$ cat src/rtl/ptpc_pkg.sv
package ptpc_pkg;
    localparam int TW = 32;
    localparam logic [2:0] A_SNAP = 3'd0;
    localparam logic [2:0] A_NSEC = 3'd1;
    localparam logic [2:0] A_SEC  = 3'd2;
    localparam logic [2:0] A_RATE = 3'd3;
    localparam logic [2:0] A_CTRL = 3'd4;

    typedef struct packed {
        logic [TW-1:0] sec;
        logic [TW-1:0] ns;
    } tod_t;
endpackage

$ cat src/rtl/ptpc_rate_accum.sv
module ptpc_rate_accum #(
    parameter int FRAC_W = 32
) (
    input  logic              clk,
    input  logic              rst,
    input  logic              clear,
    input  logic              sign,
    input  logic [FRAC_W-2:0] mag,
    output logic              adj_up,
    output logic              adj_dn
);
    typedef struct packed {
        logic [FRAC_W-1:0] frac;
    } st_t;

    st_t st_d, st_q;
    logic [FRAC_W:0] sum;

    always_comb begin
        st_d   = st_q;
        sum    = {1'b0, st_q.frac} + {2'b00, mag};
        adj_up = 1'b0;
        adj_dn = 1'b0;
        if (clear) begin
            st_d.frac = '0;
        end else begin
            st_d.frac = sum[FRAC_W-1:0];
            adj_up    = sum[FRAC_W] & ~sign;
            adj_dn    = sum[FRAC_W] & sign;
        end
    end

    always_ff @(posedge clk) begin
        if (rst) st_q <= '0;
        else     st_q <= st_d;
    end

    AST_LOAD_CLEARS_FRAC: assert property (@(posedge clk) disable iff (rst)
        $past(clear) |-> st_q.frac == '0);
    AST_ONE_DIRECTION: assert property (@(posedge clk) disable iff (rst)
        !(adj_up && adj_dn));
endmodule

$ cat src/rtl/ptpc_tod_counter.sv
module ptpc_tod_counter #(
    parameter int NS_STEP    = 8,
    parameter int NS_PER_SEC = 1000000000
) (
    input  logic                   clk,
    input  logic                   rst,
    input  logic                   load,
    input  logic [ptpc_pkg::TW-1:0] load_ns,
    input  logic [ptpc_pkg::TW-1:0] load_sec,
    input  logic                   adj_up,
    input  logic                   adj_dn,
    input  logic                   pps_en,
    output ptpc_pkg::tod_t         tod,
    output logic                   pps
);
    import ptpc_pkg::*;
    localparam logic [TW:0] STEP_V  = (TW+1)'(NS_STEP);
    localparam logic [TW:0] LIMIT_V = (TW+1)'(NS_PER_SEC);

    typedef struct packed {
        tod_t t;
        logic pps;
    } st_t;

    st_t st_d, st_q;
    logic [TW:0] sum;

    always_comb begin
        st_d     = st_q;
        st_d.pps = 1'b0;
        sum      = {1'b0, st_q.t.ns} + STEP_V + {{TW{1'b0}}, adj_up} - {{TW{1'b0}}, adj_dn};
        if (load) begin
            st_d.t.sec = load_sec;
            st_d.t.ns  = load_ns;
        end else if (sum >= LIMIT_V) begin
            st_d.t.ns  = TW'(sum - LIMIT_V);
            st_d.t.sec = st_q.t.sec + 1'b1;
            st_d.pps   = pps_en;
        end else begin
            st_d.t.ns  = sum[TW-1:0];
        end
    end

    always_ff @(posedge clk) begin
        if (rst) st_q <= '0;
        else     st_q <= st_d;
    end

    assign tod = st_q.t;
    assign pps = st_q.pps;

    AST_NS_IN_RANGE: assert property (@(posedge clk) disable iff (rst)
        st_q.t.ns < TW'(NS_PER_SEC));
    AST_PPS_ON_WRAP: assert property (@(posedge clk) disable iff (rst)
        st_q.pps |-> (st_q.t.sec == $past(st_q.t.sec) + 1'b1));
    AST_SEC_MONOTONIC: assert property (@(posedge clk) disable iff (rst)
        !$past(load) |-> (st_q.t.sec == $past(st_q.t.sec) || st_q.t.sec == $past(st_q.t.sec) + 1'b1));
    AST_NO_PPS_ON_LOAD: assert property (@(posedge clk) disable iff (rst)
        $past(load) |-> !st_q.pps);
endmodule

$ cat src/rtl/ptpc_regif.sv
module ptpc_regif (
    input  logic                    clk,
    input  logic                    rst,
    input  logic                    reg_wr,
    input  logic                    reg_rd,
    input  logic [2:0]              reg_addr,
    input  logic [ptpc_pkg::TW-1:0] reg_wdata,
    input  ptpc_pkg::tod_t          tod,
    output logic                    load,
    output logic [ptpc_pkg::TW-1:0] load_ns,
    output logic                    rate_sign,
    output logic [ptpc_pkg::TW-2:0] rate_mag,
    output logic                    pps_en,
    output logic [ptpc_pkg::TW-1:0] reg_rdata
);
    import ptpc_pkg::*;

    typedef struct packed {
        tod_t          snap;
        logic [TW-1:0] pend_ns;
        logic [TW-1:0] rate;
        logic          en;
    } st_t;

    st_t  st_d, st_q;
    logic trig;

    always_comb begin
        st_d = st_q;
        trig = reg_rd && (reg_addr == A_SNAP);
        if (trig) st_d.snap = tod;
        if (reg_wr) begin
            case (reg_addr)
                A_NSEC:  st_d.pend_ns = reg_wdata;
                A_RATE:  st_d.rate    = reg_wdata;
                A_CTRL:  st_d.en      = reg_wdata[0];
                default: ;
            endcase
        end
    end

    always_ff @(posedge clk) begin
        if (rst) st_q <= '0;
        else     st_q <= st_d;
    end

    always_comb begin
        case (reg_addr)
            A_NSEC:  reg_rdata = st_q.snap.ns;
            A_SEC:   reg_rdata = st_q.snap.sec;
            A_RATE:  reg_rdata = st_q.rate;
            A_CTRL:  reg_rdata = {{(TW-1){1'b0}}, st_q.en};
            default: reg_rdata = '0;
        endcase
    end

    assign load      = reg_wr && (reg_addr == A_SEC);
    assign load_ns   = st_q.pend_ns;
    assign rate_sign = st_q.rate[TW-1];
    assign rate_mag  = st_q.rate[TW-2:0];
    assign pps_en    = st_q.en;

    AST_SNAP_HOLD: assert property (@(posedge clk) disable iff (rst)
        !$past(trig) |-> $stable(st_q.snap));
    AST_SNAP_CAPTURE: assert property (@(posedge clk) disable iff (rst)
        $past(trig) |-> st_q.snap == $past(tod));
endmodule

$ cat src/rtl/ptp_tod_clock.sv
module ptp_tod_clock #(
    parameter int NS_STEP    = 8,
    parameter int NS_PER_SEC = 1000000000
) (
    input  logic        clk,
    input  logic        rst,
    input  logic        reg_wr,
    input  logic        reg_rd,
    input  logic [2:0]  reg_addr,
    input  logic [31:0] reg_wdata,
    output logic [31:0] reg_rdata,
    output logic        pps_pulse
);
    import ptpc_pkg::*;

    logic          load, rate_sign, pps_en, adj_up, adj_dn;
    logic [TW-1:0] load_ns;
    logic [TW-2:0] rate_mag;
    tod_t          tod;

    ptpc_regif u_regif (
        .clk(clk), .rst(rst), .reg_wr(reg_wr), .reg_rd(reg_rd),
        .reg_addr(reg_addr), .reg_wdata(reg_wdata), .tod(tod),
        .load(load), .load_ns(load_ns), .rate_sign(rate_sign),
        .rate_mag(rate_mag), .pps_en(pps_en), .reg_rdata(reg_rdata)
    );

    ptpc_rate_accum #(.FRAC_W(TW)) u_accum (
        .clk(clk), .rst(rst), .clear(load), .sign(rate_sign),
        .mag(rate_mag), .adj_up(adj_up), .adj_dn(adj_dn)
    );

    ptpc_tod_counter #(.NS_STEP(NS_STEP), .NS_PER_SEC(NS_PER_SEC)) u_cnt (
        .clk(clk), .rst(rst), .load(load), .load_ns(load_ns),
        .load_sec(reg_wdata), .adj_up(adj_up), .adj_dn(adj_dn),
        .pps_en(pps_en), .tod(tod), .pps(pps_pulse)
    );
endmodule

$ cat config.mk
export PLATFORM = sky130hd
export DESIGN_NAME = ptp_tod_clock
export DESIGN_NICKNAME = d
export VERILOG_FILES = /design/src/rtl/ptpc_pkg.sv /design/src/rtl/ptpc_rate_accum.sv /design/src/rtl/ptpc_tod_counter.sv /design/src/rtl/ptpc_regif.sv /design/src/rtl/ptp_tod_clock.sv
export SDC_FILE = /design/constraint.sdc
export NUM_CORES = 1
export LEC_CHECK = 0
export ABC_AREA = 1
export BUFFER_PORTS_ARGS = -buffer_cell sky130_fd_sc_hd__buf_2
export CORE_MARGIN = 3
export CORE_UTILIZATION = 40
export DETAILED_ROUTE_END_ITERATION = 6
export PLACE_DENSITY = 0.54
export SLEW_MARGIN = 20
export SYNTH_ARGS = -nofsm -noshare
export SYNTH_HDL_FRONTEND = slang
export SYNTH_SLANG_ARGS = --single-unit
$ cat constraint.sdc
create_clock -name clk -period 4.8 [get_ports clk]
set_clock_uncertainty 0.05 [all_clocks]
set_input_delay 0.96 -clock clk [delete_from_list [all_inputs] [get_ports clk]]
set_output_delay 0.96 -clock clk [all_outputs]
set_load 0.1 [all_outputs]
After elaboration in Yosys (flattened, before gate mapping). Cells that the tools add are included.

Add/sub/neg operators: 6. Magnitude comparators: 1. Equality and inequality tests: 4. Muxes and demuxes: 6. Bitwise logic cells: 4. Reduce and logical (&&, ||, !) cells: 9.

Operator list (count): case mux 32 bit (4 select lines) (1); two-way mux 32 bit (2); two-way mux 64 bit (1); adder 32 x 31 -> 33 bit (1); adder 32 x 4 -> 33 bit, second input constant (1); adder 33 x 1 -> 33 bit (1); greater-or-equal comparator 33 x 30 -> 1 bit, second input constant (1); subtractor 33 x 1 -> 33 bit (1); adder 32 x 1 -> 32 bit, second input constant (1); subtractor 32 x 30 -> 32 bit, second input constant (1); equality test 3 x 2 -> 1 bit, second input constant (2); AND reduction 2 bit (3); equality test 3 x 1 -> 1 bit, second input constant (1); equality test 3 bit, second input constant (1); logical NOT 3 bit (1); OR reduction 3 bit (1); AND 1 bit (2); logical AND 1 bit (2); two-way mux 1 bit (2); inverter 1 bit (2); nonzero test 2 bit (1); OR reduction 2 bit (1).

Bits in registers: 226. Output and inout port bits: 33.

Logic depth before layout (Yosys ltp). Gate-level depths: netlist of the first run.

Depth after elaboration: 8. Mapped depth: 38.

Hierarchy. From an unflattened synthesis of the first run, not the netlist that was laid out.

Cells, all modules: 2874. Area, all modules: 16945.0 um2.

Modules (own cells, without submodules): ptpc_tod_counter (instances 1, cells each 1330, area each 7332.0 um2); ptpc_regif (instances 1, cells each 956, area each 6309.8 um2); ptpc_rate_accum (instances 1, cells each 588, area each 3303.2 um2).

Least setup slack after synthesis of the first run. Ideal clock, no wire load.

Path type: register to register. Start: register u_regif.st_q (netlist bit u_regif.rate_mag[0]). End: register u_cnt.st_q (netlist bit u_cnt.tod[39]). Library setup time: 0.120 ns. Arrival time: 4.973 ns. Required time: 4.630 ns. Path slack: -0.343 ns. Cell stages (with the launch flop): 35. Path buffers: 1. Clock period less this slack: 5.143 ns. Cell sequence: dfxtp_1 ha_1 fa_1 nand2_1 o21ai_0 a21oi_1 o21ai_0 nand3_1 nand3_1 a21o_1 a21oi_1 nor2_1 o21ai_0 nor3_1 ha_1 inv_1 ha_1 fa_1 nand3_1 nand3_1 nand2_1 nand2_1 inv_1 ha_1 nand3b_1 nand3_1 nand2_1 nand2_1 nand3_1 nand2_1 nand2_2 nand3_4 buf_4 a22oi_1 nand2_1.

Cells in the longest elaborated chain, start to end: 7. Elaborated cells between the ends (all ways): 9. Those cells by class: add/sub: 3; order compare: 1; mux: 2; bitwise: 2; reduce/logical: 1.

Ends and longest elaborated chain: from (decl) (RTL line ptpc_regif.sv:25) `st_t st_d, st_q;`; from (signal assigned) (RTL line ptpc_regif.sv:44) `else st_q <= st_d;`; adder 32 x 31 -> 33 bit * (RTL line ptpc_rate_accum.sv:21) `sum = {1'b0, st_q.frac} + {2'b00, mag};`; AND 1 bit (RTL line ptpc_rate_accum.sv:28) `adj_up = sum[FRAC_W] & ~sign;`; two-way mux 1 bit (RTL line ptpc_rate_accum.sv:24) `if (clear) begin`; adder 33 x 1 -> 33 bit (RTL line ptpc_tod_counter.sv:31) `sum = {1'b0, st_q.t.ns} + STEP_V + {{TW{1'b0}}, adj_up} - {{TW{1'b0}}, adj_dn};`; subtractor 33 x 1 -> 33 bit * (RTL line ptpc_tod_counter.sv:31); greater-or-equal comparator 33 x 30 -> 1 bit * (RTL line ptpc_tod_counter.sv:35) `end else if (sum >= LIMIT_V) begin`; nonzero test 2 bit (no source line) *; to (signal assigned) (RTL line ptpc_tod_counter.sv:46) `else st_q <= st_d;`; to (decl) (RTL line ptpc_tod_counter.sv:25) `st_t st_d, st_q;`.

Every way passes the cells marked *; elsewhere a longest branch is shown, timed or not. A chain may end at the register's enable or synchronous reset.

Final worst setup path of the first run.
Start: register u_accum.st_q[0] in the netlist's numbering. End: register u_cnt.st_q (netlist bit u_cnt.tod[33]).

Cells in the longest elaborated chain, start to end: 7. Elaborated cells between the ends (all ways): 9. Those cells by class: add/sub: 3; order compare: 1; mux: 2; bitwise: 2; reduce/logical: 1.

Ends and longest elaborated chain: from (decl) (RTL line ptpc_rate_accum.sv:16) `st_t st_d, st_q;`; from (signal assigned) (RTL line ptpc_rate_accum.sv:35) `else st_q <= st_d;`; adder 32 x 31 -> 33 bit * (RTL line ptpc_rate_accum.sv:21); AND 1 bit (RTL line ptpc_rate_accum.sv:28); two-way mux 1 bit (RTL line ptpc_rate_accum.sv:24); adder 33 x 1 -> 33 bit (RTL line ptpc_tod_counter.sv:31); subtractor 33 x 1 -> 33 bit * (RTL line ptpc_tod_counter.sv:31); greater-or-equal comparator 33 x 30 -> 1 bit * (RTL line ptpc_tod_counter.sv:35); nonzero test 2 bit (no source line) *.

Marked as above.

==> results.txt, run 1 <==
WP data arrival - 5.78 ns
Critical-path top delay cell - fa_2
Syn nets - 2476
Clock buffer depth - 3
Worst-Skew Late Latency - 0.54 ns
Gr usage total - 26.06%
# hold bufs at CTS - 0
WL final - 52560 um
Crit. End Element - flip-flop
Vias in the first global route - 15.13k
Flop2flop setup slack - -0.64 ns
Slew headroom - 37.62%
Post-DRT Antenna Nets - 0
Largest net degree at the start of global routing - 129
Status - complete, but fails checks
Core ar. - 36000 um2
Lkg Pwr - 8.994 nW
VDD IR-drop max - 0.0003463 V
Gr ovfl total - 0
Initial Util - 41.10%
Design area - 19040 um2
Worst EP required - 5.14 ns
CTS tree - built
Sequential cell area - 4526 um2
Vias/cell - 5.216
DRC - 0
Placed cell area - 16970 um2
Share of flip-flops with an asynchronous set or reset - 0%
Tightest Pin Transition - 0.9357 ns
Violation count after the first detailed-route iteration - 1075
Max Fclk - 183.7 MHz
Mapped Cells - 2368
Tcrit/Tclk final - 113.4%
P per Cell Area - 760.1 nW/um2
Maxcap violations - 0
Final setup viols - 56
CP most frequent cell - nand2_2
Routed len/inst - 16.94 um
Post-synth EDFFs - 0
Synth Cell Area - 14800 um2
Nets - 2729
Die area - 39330 um2
Die height - 198.3 um
Synthesis Warnings - 0
CTS Buf Count - 27
Hold Slack - 0.3970 ns
PnR worst setup slack - -0.6441 ns
Root Driver - clkbuf_16
Area Overhead vs Synth - 28.69%
Synthesized area per cell - 6.248 um2
Die width - 198.3 um
Failing checks - negative setup slack
I/O Pins - 72
#FFs+latches synth - 226
First-pass GRT wire length - 81590 um
First-pass DRT Iterations - 5
Hold/Removal Path Class - flip-flop to flip-flop
Endpoints failing hold - 0
Initial antenna violation count - 0
Share of layout cells above drive strength 1 - 21.39%
Setup CP Type - flip-flop to flip-flop
I/O Buffers - 71
Number of diodes - 0
Vias - 16.19k
RSZ-0062 raised after global routing - yes
Number of fill cells - 3737
Critical path's largest stage delay - 0.45 ns
Min Tclk post-route - 5.444 ns
CTS HTree Levels - 1
Type of origin of the critical path - flip-flop
Clock transition at path regs - 0.06 ns
Final setup TNS - -31.91 ns
Placer congestion estimate - 0.9425
Critical-path maximum fanout - 6
Area of the multi-input gates - 9291 um2
Cell variety after synth - 50
Clk sinks - 226
Sequential area share after synthesis - 30.58%
Final count of pins violating max slew - 0
HPWL Detailed - 39630 um
# rows - 69
Synth Flop Type - dfxtp_1
[repair_timing]
item,in CTS,in global routing
resized for setup,97,59
pin swaps,56,53
buffers inserted,30,6
cloned,5,2
endpoints found under the setup margin,56,56
[Yosys cell counts (3+ instances only)]
cell / instances / area share, %
ha_1: 67 / 5.7
nand3b_1: 9 / 0.46
xor2_1: 28 / 1.7
a31oi_1: 3 / 0.13
buf_4: 3 / 0.15
a21o_1: 5 / 0.25
nand2_1: 669 / 17
nand3_1: 153 / 5.2
nor2_1: 206 / 5.2
a21oi_1: 210 / 7.1
a22oi_1: 9 / 0.46
nand3_2: 4 / 0.27
o21bai_1: 5 / 0.25
and2_1: 4 / 0.17
o21a_1: 5 / 0.25
clkbuf_1: 60 / 1.5
nand2_2: 16 / 0.68
nand4_1: 43 / 1.8
dfxtp_1: 226 / 31
buf_2: 3 / 0.10
o211ai_1: 32 / 1.6
nor4_1: 10 / 0.42
buf_6: 6 / 0.46
or2_2: 17 / 0.72
inv_2: 19 / 0.48
o21ai_0: 171 / 5.8
a21boi_0: 3 / 0.15
nor2_2: 15 / 0.63
nor2_4: 3 / 0.23
clkinv_1: 4 / 0.10
inv_1: 304 / 7.7
nor3_1: 23 / 0.78
buf_1: 11 / 0.28
[critical path, delay by kind of cell (launching register included)]
family	cells	cell delay, ns
adders and majority gates	5	1.42
DFF	1	0.32
buffers and inverters	5	0.74
AOI/OAI and AO/OA	8	1.12
and+or+nand+nor	17	1.61
[per-stage QoR]
step	total power, W	instances	util (%)	setup WS [ns]
2_1_floorplan	0.007303	2368	-	0.03108
3_3_place_gp	0.01043	3010	47.13	-0.6612
3_5_place_dp	0.01051	3010	47.13	-0.7658
4_1_cts	0.01380	3094	51.89	-0.4279
5_1_grt	0.01564	3103	52.89	-0.9439
6_report	0.01447	3103	52.89	-0.6441
[where the power goes]
group          internal, W  leakage (nW)  switching [W]
sequential         0.00207          1.84       0.000142
clock              0.00148         0.496       0.000860
combinational      0.00418          6.66        0.00574
[cells by family after synthesis]
family                   count (synthesis)  share of synthesized area, %
AND/OR/NAND/NOR                       1182                         34.43
AO/OA/AOI/OAI                          451                         16.49
buffers and inverters                  411                         10.85
flip-flops                             226                         30.58
adder cells (fa/ha/maj)                 69                         5.937
XOR/XNOR                                29                         1.717
[registers in the layout, indices dropped and copies added, names as in the netlist]
signal	cells
u_regif.pps_en	1
u_cnt.tod	64
u_regif.load_ns	32
u_regif.st_q	64
u_regif.rate_mag	31
u_regif.rate_sign	1
u_cnt.pps	1
u_accum.st_q	32
[layer usage]
metal  global-route usage (%)  share of wire [%]  vias to the layer above  routed length, um
li1                         -                  -                     8179                  -
met1                    36.11                 46                     7535              24220
met2                    43.42                 46                      400              24220
met3                    2.842                5.3                       72               2784
met4                    6.606                2.5                        0               1339
met5                        0                  0                        -                  0
[layout by cell type, fill, tap and decap left out, types with 4 or more instances in the layout]
master / count
clkbuf_1: 4
clkinv_1: 4
o21a_1: 5
o211ai_1: 32
dfxtp_1: 225
buf_6: 9
buf_12: 10
clkbuf_16: 29
nor2_4: 9
nand2_4: 12
a21oi_1: 202
nand3_2: 38
or2_2: 17
a21oi_2: 7
nand4_1: 43
clkinv_2: 4
buf_2: 71
a22oi_2: 8
buf_4: 209
nand3b_1: 9
o21bai_1: 5
nor3_1: 19
a21o_1: 5
nor2_1: 195
nand3_1: 116
nand2_1: 621
nor4_1: 9
inv_1: 302
inv_2: 20
clkbuf_8: 4
nand2_2: 54
ha_1: 64
nand3_4: 4
o21ai_0: 168
xor2_1: 28
bufinv_16: 7
nor2_2: 20
[final cells by class]
class | count | share of cell area [%]
Inverter | 328 | 6.519
Clock buffer | 35 | 3.916
Sequential cell | 226 | 23.77
Tap cell | 461 | 3.029
Clock inverter | 15 | 1.400
Timing Repair inverter | 2 | 0.1051
Multi-Input combinational cell | 1731 | 48.80
Timing Repair Buffer | 305 | 12.47
[path summary, 6_finish.rpt]
kind | start | end | depth (start not counted)
setup reg to reg | u_accum.st_q[0]$_SDFF_PP0_ | u_cnt.tod[33]$_SDFFE_PP0P_ | 35
setup / recovery | u_accum.st_q[0]$_SDFF_PP0_ | u_cnt.tod[33]$_SDFFE_PP0P_ | 35
hold / removal | u_regif.load_ns[19]$_SDFFE_PP0P_ | u_cnt.tod[19]$_SDFF_PP0_ | 2
hold reg to reg | u_regif.load_ns[19]$_SDFFE_PP0P_ | u_cnt.tod[19]$_SDFF_PP0_ | 2
No activity file was read; power rests on OpenSTA's default activity.
==> run 2, diff against run 1 <==
- CELL_PAD_IN_SITES_DETAIL_PLACEMENT: default -> 1
- CELL_PAD_IN_SITES_GLOBAL_PLACEMENT: default -> 1
- PLACE_DENSITY: 0.54 -> 0.73
==> run 2 against run 1 <==
Compared with the run above:
- the flow still finishes with violations (negative setup slack)
- non-clock buffer count grew 15
- global-route usage up 3.8 points
- power up 1.1%
- register-to-register slack improved by 0.05 ns
- sequential share of layout area fell by 0.068 points
- combinational power is 4% higher
- cell count increased by 0.39%
- fmax grew 0.97%
- sequential power is essentially flat
- via count increased by 3.5%
- critical path type unchanged
==> results.txt, run 2 (synthesis gave the netlist of run 1 again) <==
Status - complete, but fails checks
Vias in the first global route - 17.59k
CTS tree - built
Worst-Skew Late Latency - 0.56 ns
Die width - 198.3 um
HPWL Detailed - 44530 um
Gr ovfl total - 0
# hold bufs at CTS - 0
WL final - 59610 um
Critical-path maximum fanout - 6
Type of origin of the critical path - flip-flop
I/O Buffers - 71
Final setup TNS - -29.56 ns
Critical-path top delay cell - fa_2
Min Tclk post-route - 5.392 ns
Final count of pins violating max slew - 0
PnR worst setup slack - -0.5917 ns
P per Cell Area - 766.0 nW/um2
# rows - 69
Die area - 39330 um2
Placer congestion estimate - 0.9181
Violation count after the first detailed-route iteration - 938
Hold Slack - 0.4037 ns
Root Driver - clkbuf_16
Crit. End Element - flip-flop
Max Fclk - 185.5 MHz
Vias/cell - 5.378
Slew headroom - 30.37%
Share of layout cells above drive strength 1 - 21.74%
Maxcap violations - 0
Design area - 19100 um2
RSZ-0062 raised after global routing - yes
CTS HTree Levels - 1
Placed cell area - 17130 um2
VDD IR-drop max - 0.0003630 V
CP most frequent cell - nand2_2
Worst EP required - 5.13 ns
Nets - 2742
First-pass DRT Iterations - 5
Most common cell after layout, fill and taps aside - nand2_1
Core ar. - 36000 um2
Failing checks - negative setup slack
Setup CP Type - flip-flop to flip-flop
CTS Buf Count - 27
Clk sinks - 226
DRC - 0
Initial Util - 41.10%
Clock transition at path regs - 0.07 ns
Number of diodes - 0
First-pass GRT wire length - 93640 um
Die height - 198.3 um
I/O Pins - 72
Largest net degree at the start of global routing - 117
Gr usage total - 29.87%
Critical path's largest stage delay - 0.45 ns
Post-DRT Antenna Nets - 0
Hold/Removal Path Class - flip-flop to flip-flop
Tightest Pin Transition - 1.044 ns
Vias - 16.75k
WP data arrival - 5.73 ns
Area Overhead vs Synth - 29.07%
Final setup viols - 56
Most frequent cells in the layout - nand2_1 (626), inv_1 (298), dfxtp_1 (225)
Initial antenna violation count - 0
Clock buffer depth - 3
Lkg Pwr - 9.009 nW
Power consumption - 0.01463 W
Tcrit/Tclk final - 112.3%
Routed len/inst - 19.13 um
Endpoints failing hold - 0
-- run 2: final cells by class --
| type | count | area, um2 |
|---|---|---|
| Fill cell | 4794 | 16910 |
| Multi-Input combinational cell | 1731 | 9316 |
| Sequential cell | 226 | 4526 |
| Timing Repair Buffer | 320 | 2522 |
| Inverter | 328 | 1241 |
| Clock buffer | 38 | 767.0 |
| Tap cell | 461 | 576.8 |
| Clock inverter | 11 | 146.4 |
-- run 2: worst max-delay path: cells and delay by family, from the launching register on --
family / cells / cell delay [ns]
simple gates: 18 / 1.79
fa+ha+maj: 5 / 1.42
compound gates: 7 / 0.91
buf+inv: 5 / 0.70
flops: 1 / 0.34
-- run 2: power by group --
part,leakage (nW),internal [W],switching [W],total [W]
combinational,6.72,0.00422,0.00606,0.0103
clock,0.449,0.00128,0.000850,0.00213
sequential,1.84,0.00207,0.000144,0.00222
-- run 2: stage by stage --
step | utilization, % | cells | setup slack [ns]
finish | 53.04 | 3115 | -0.5917
global route | 53.04 | 3115 | -0.8824
CTS | 51.96 | 3104 | -0.4835
detailed placement | 47.58 | 3025 | -1.192
global placement | 47.58 | 3025 | -0.9981
floorplan | - | 2368 | 0.03108
-- run 2: final timing paths --
| path | start | endpoint | slack [ns] | cells after the start |
|---|---|---|---|---|
| setup / recovery | u_regif.rate_mag[0]$_SDFFE_PP0P_ | u_cnt.tod[50]$_SDFFE_PP0P_ | -0.59 | 35 |
| hold / removal | u_regif.load_ns[19]$_SDFFE_PP0P_ | u_cnt.tod[19]$_SDFF_PP0_ | 0.40 | 2 |
| setup reg to reg | u_regif.rate_mag[0]$_SDFFE_PP0P_ | u_cnt.tod[50]$_SDFFE_PP0P_ | -0.59 | 35 |
| hold reg to reg | u_regif.load_ns[19]$_SDFFE_PP0P_ | u_cnt.tod[19]$_SDFF_PP0_ | 0.40 | 2 |
-- run 2: per-layer routing --
metal | GRT usage (%) | vias up | routed length [um]
li1 | - | 8197 | -
met1 | 38.14 | 8062 | 26380
met2 | 52.48 | 382 | 29030
met3 | 3.267 | 113 | 2280
met4 | 10.09 | 0 | 1914
met5 | 0 | - | 0
-- run 2: timing repair --
item                                    CTS  global route
pin swaps                                36            44
resized for setup                        91            71
cloned                                    4             1
endpoints found under the setup margin   57            57
buffers inserted                         26            16
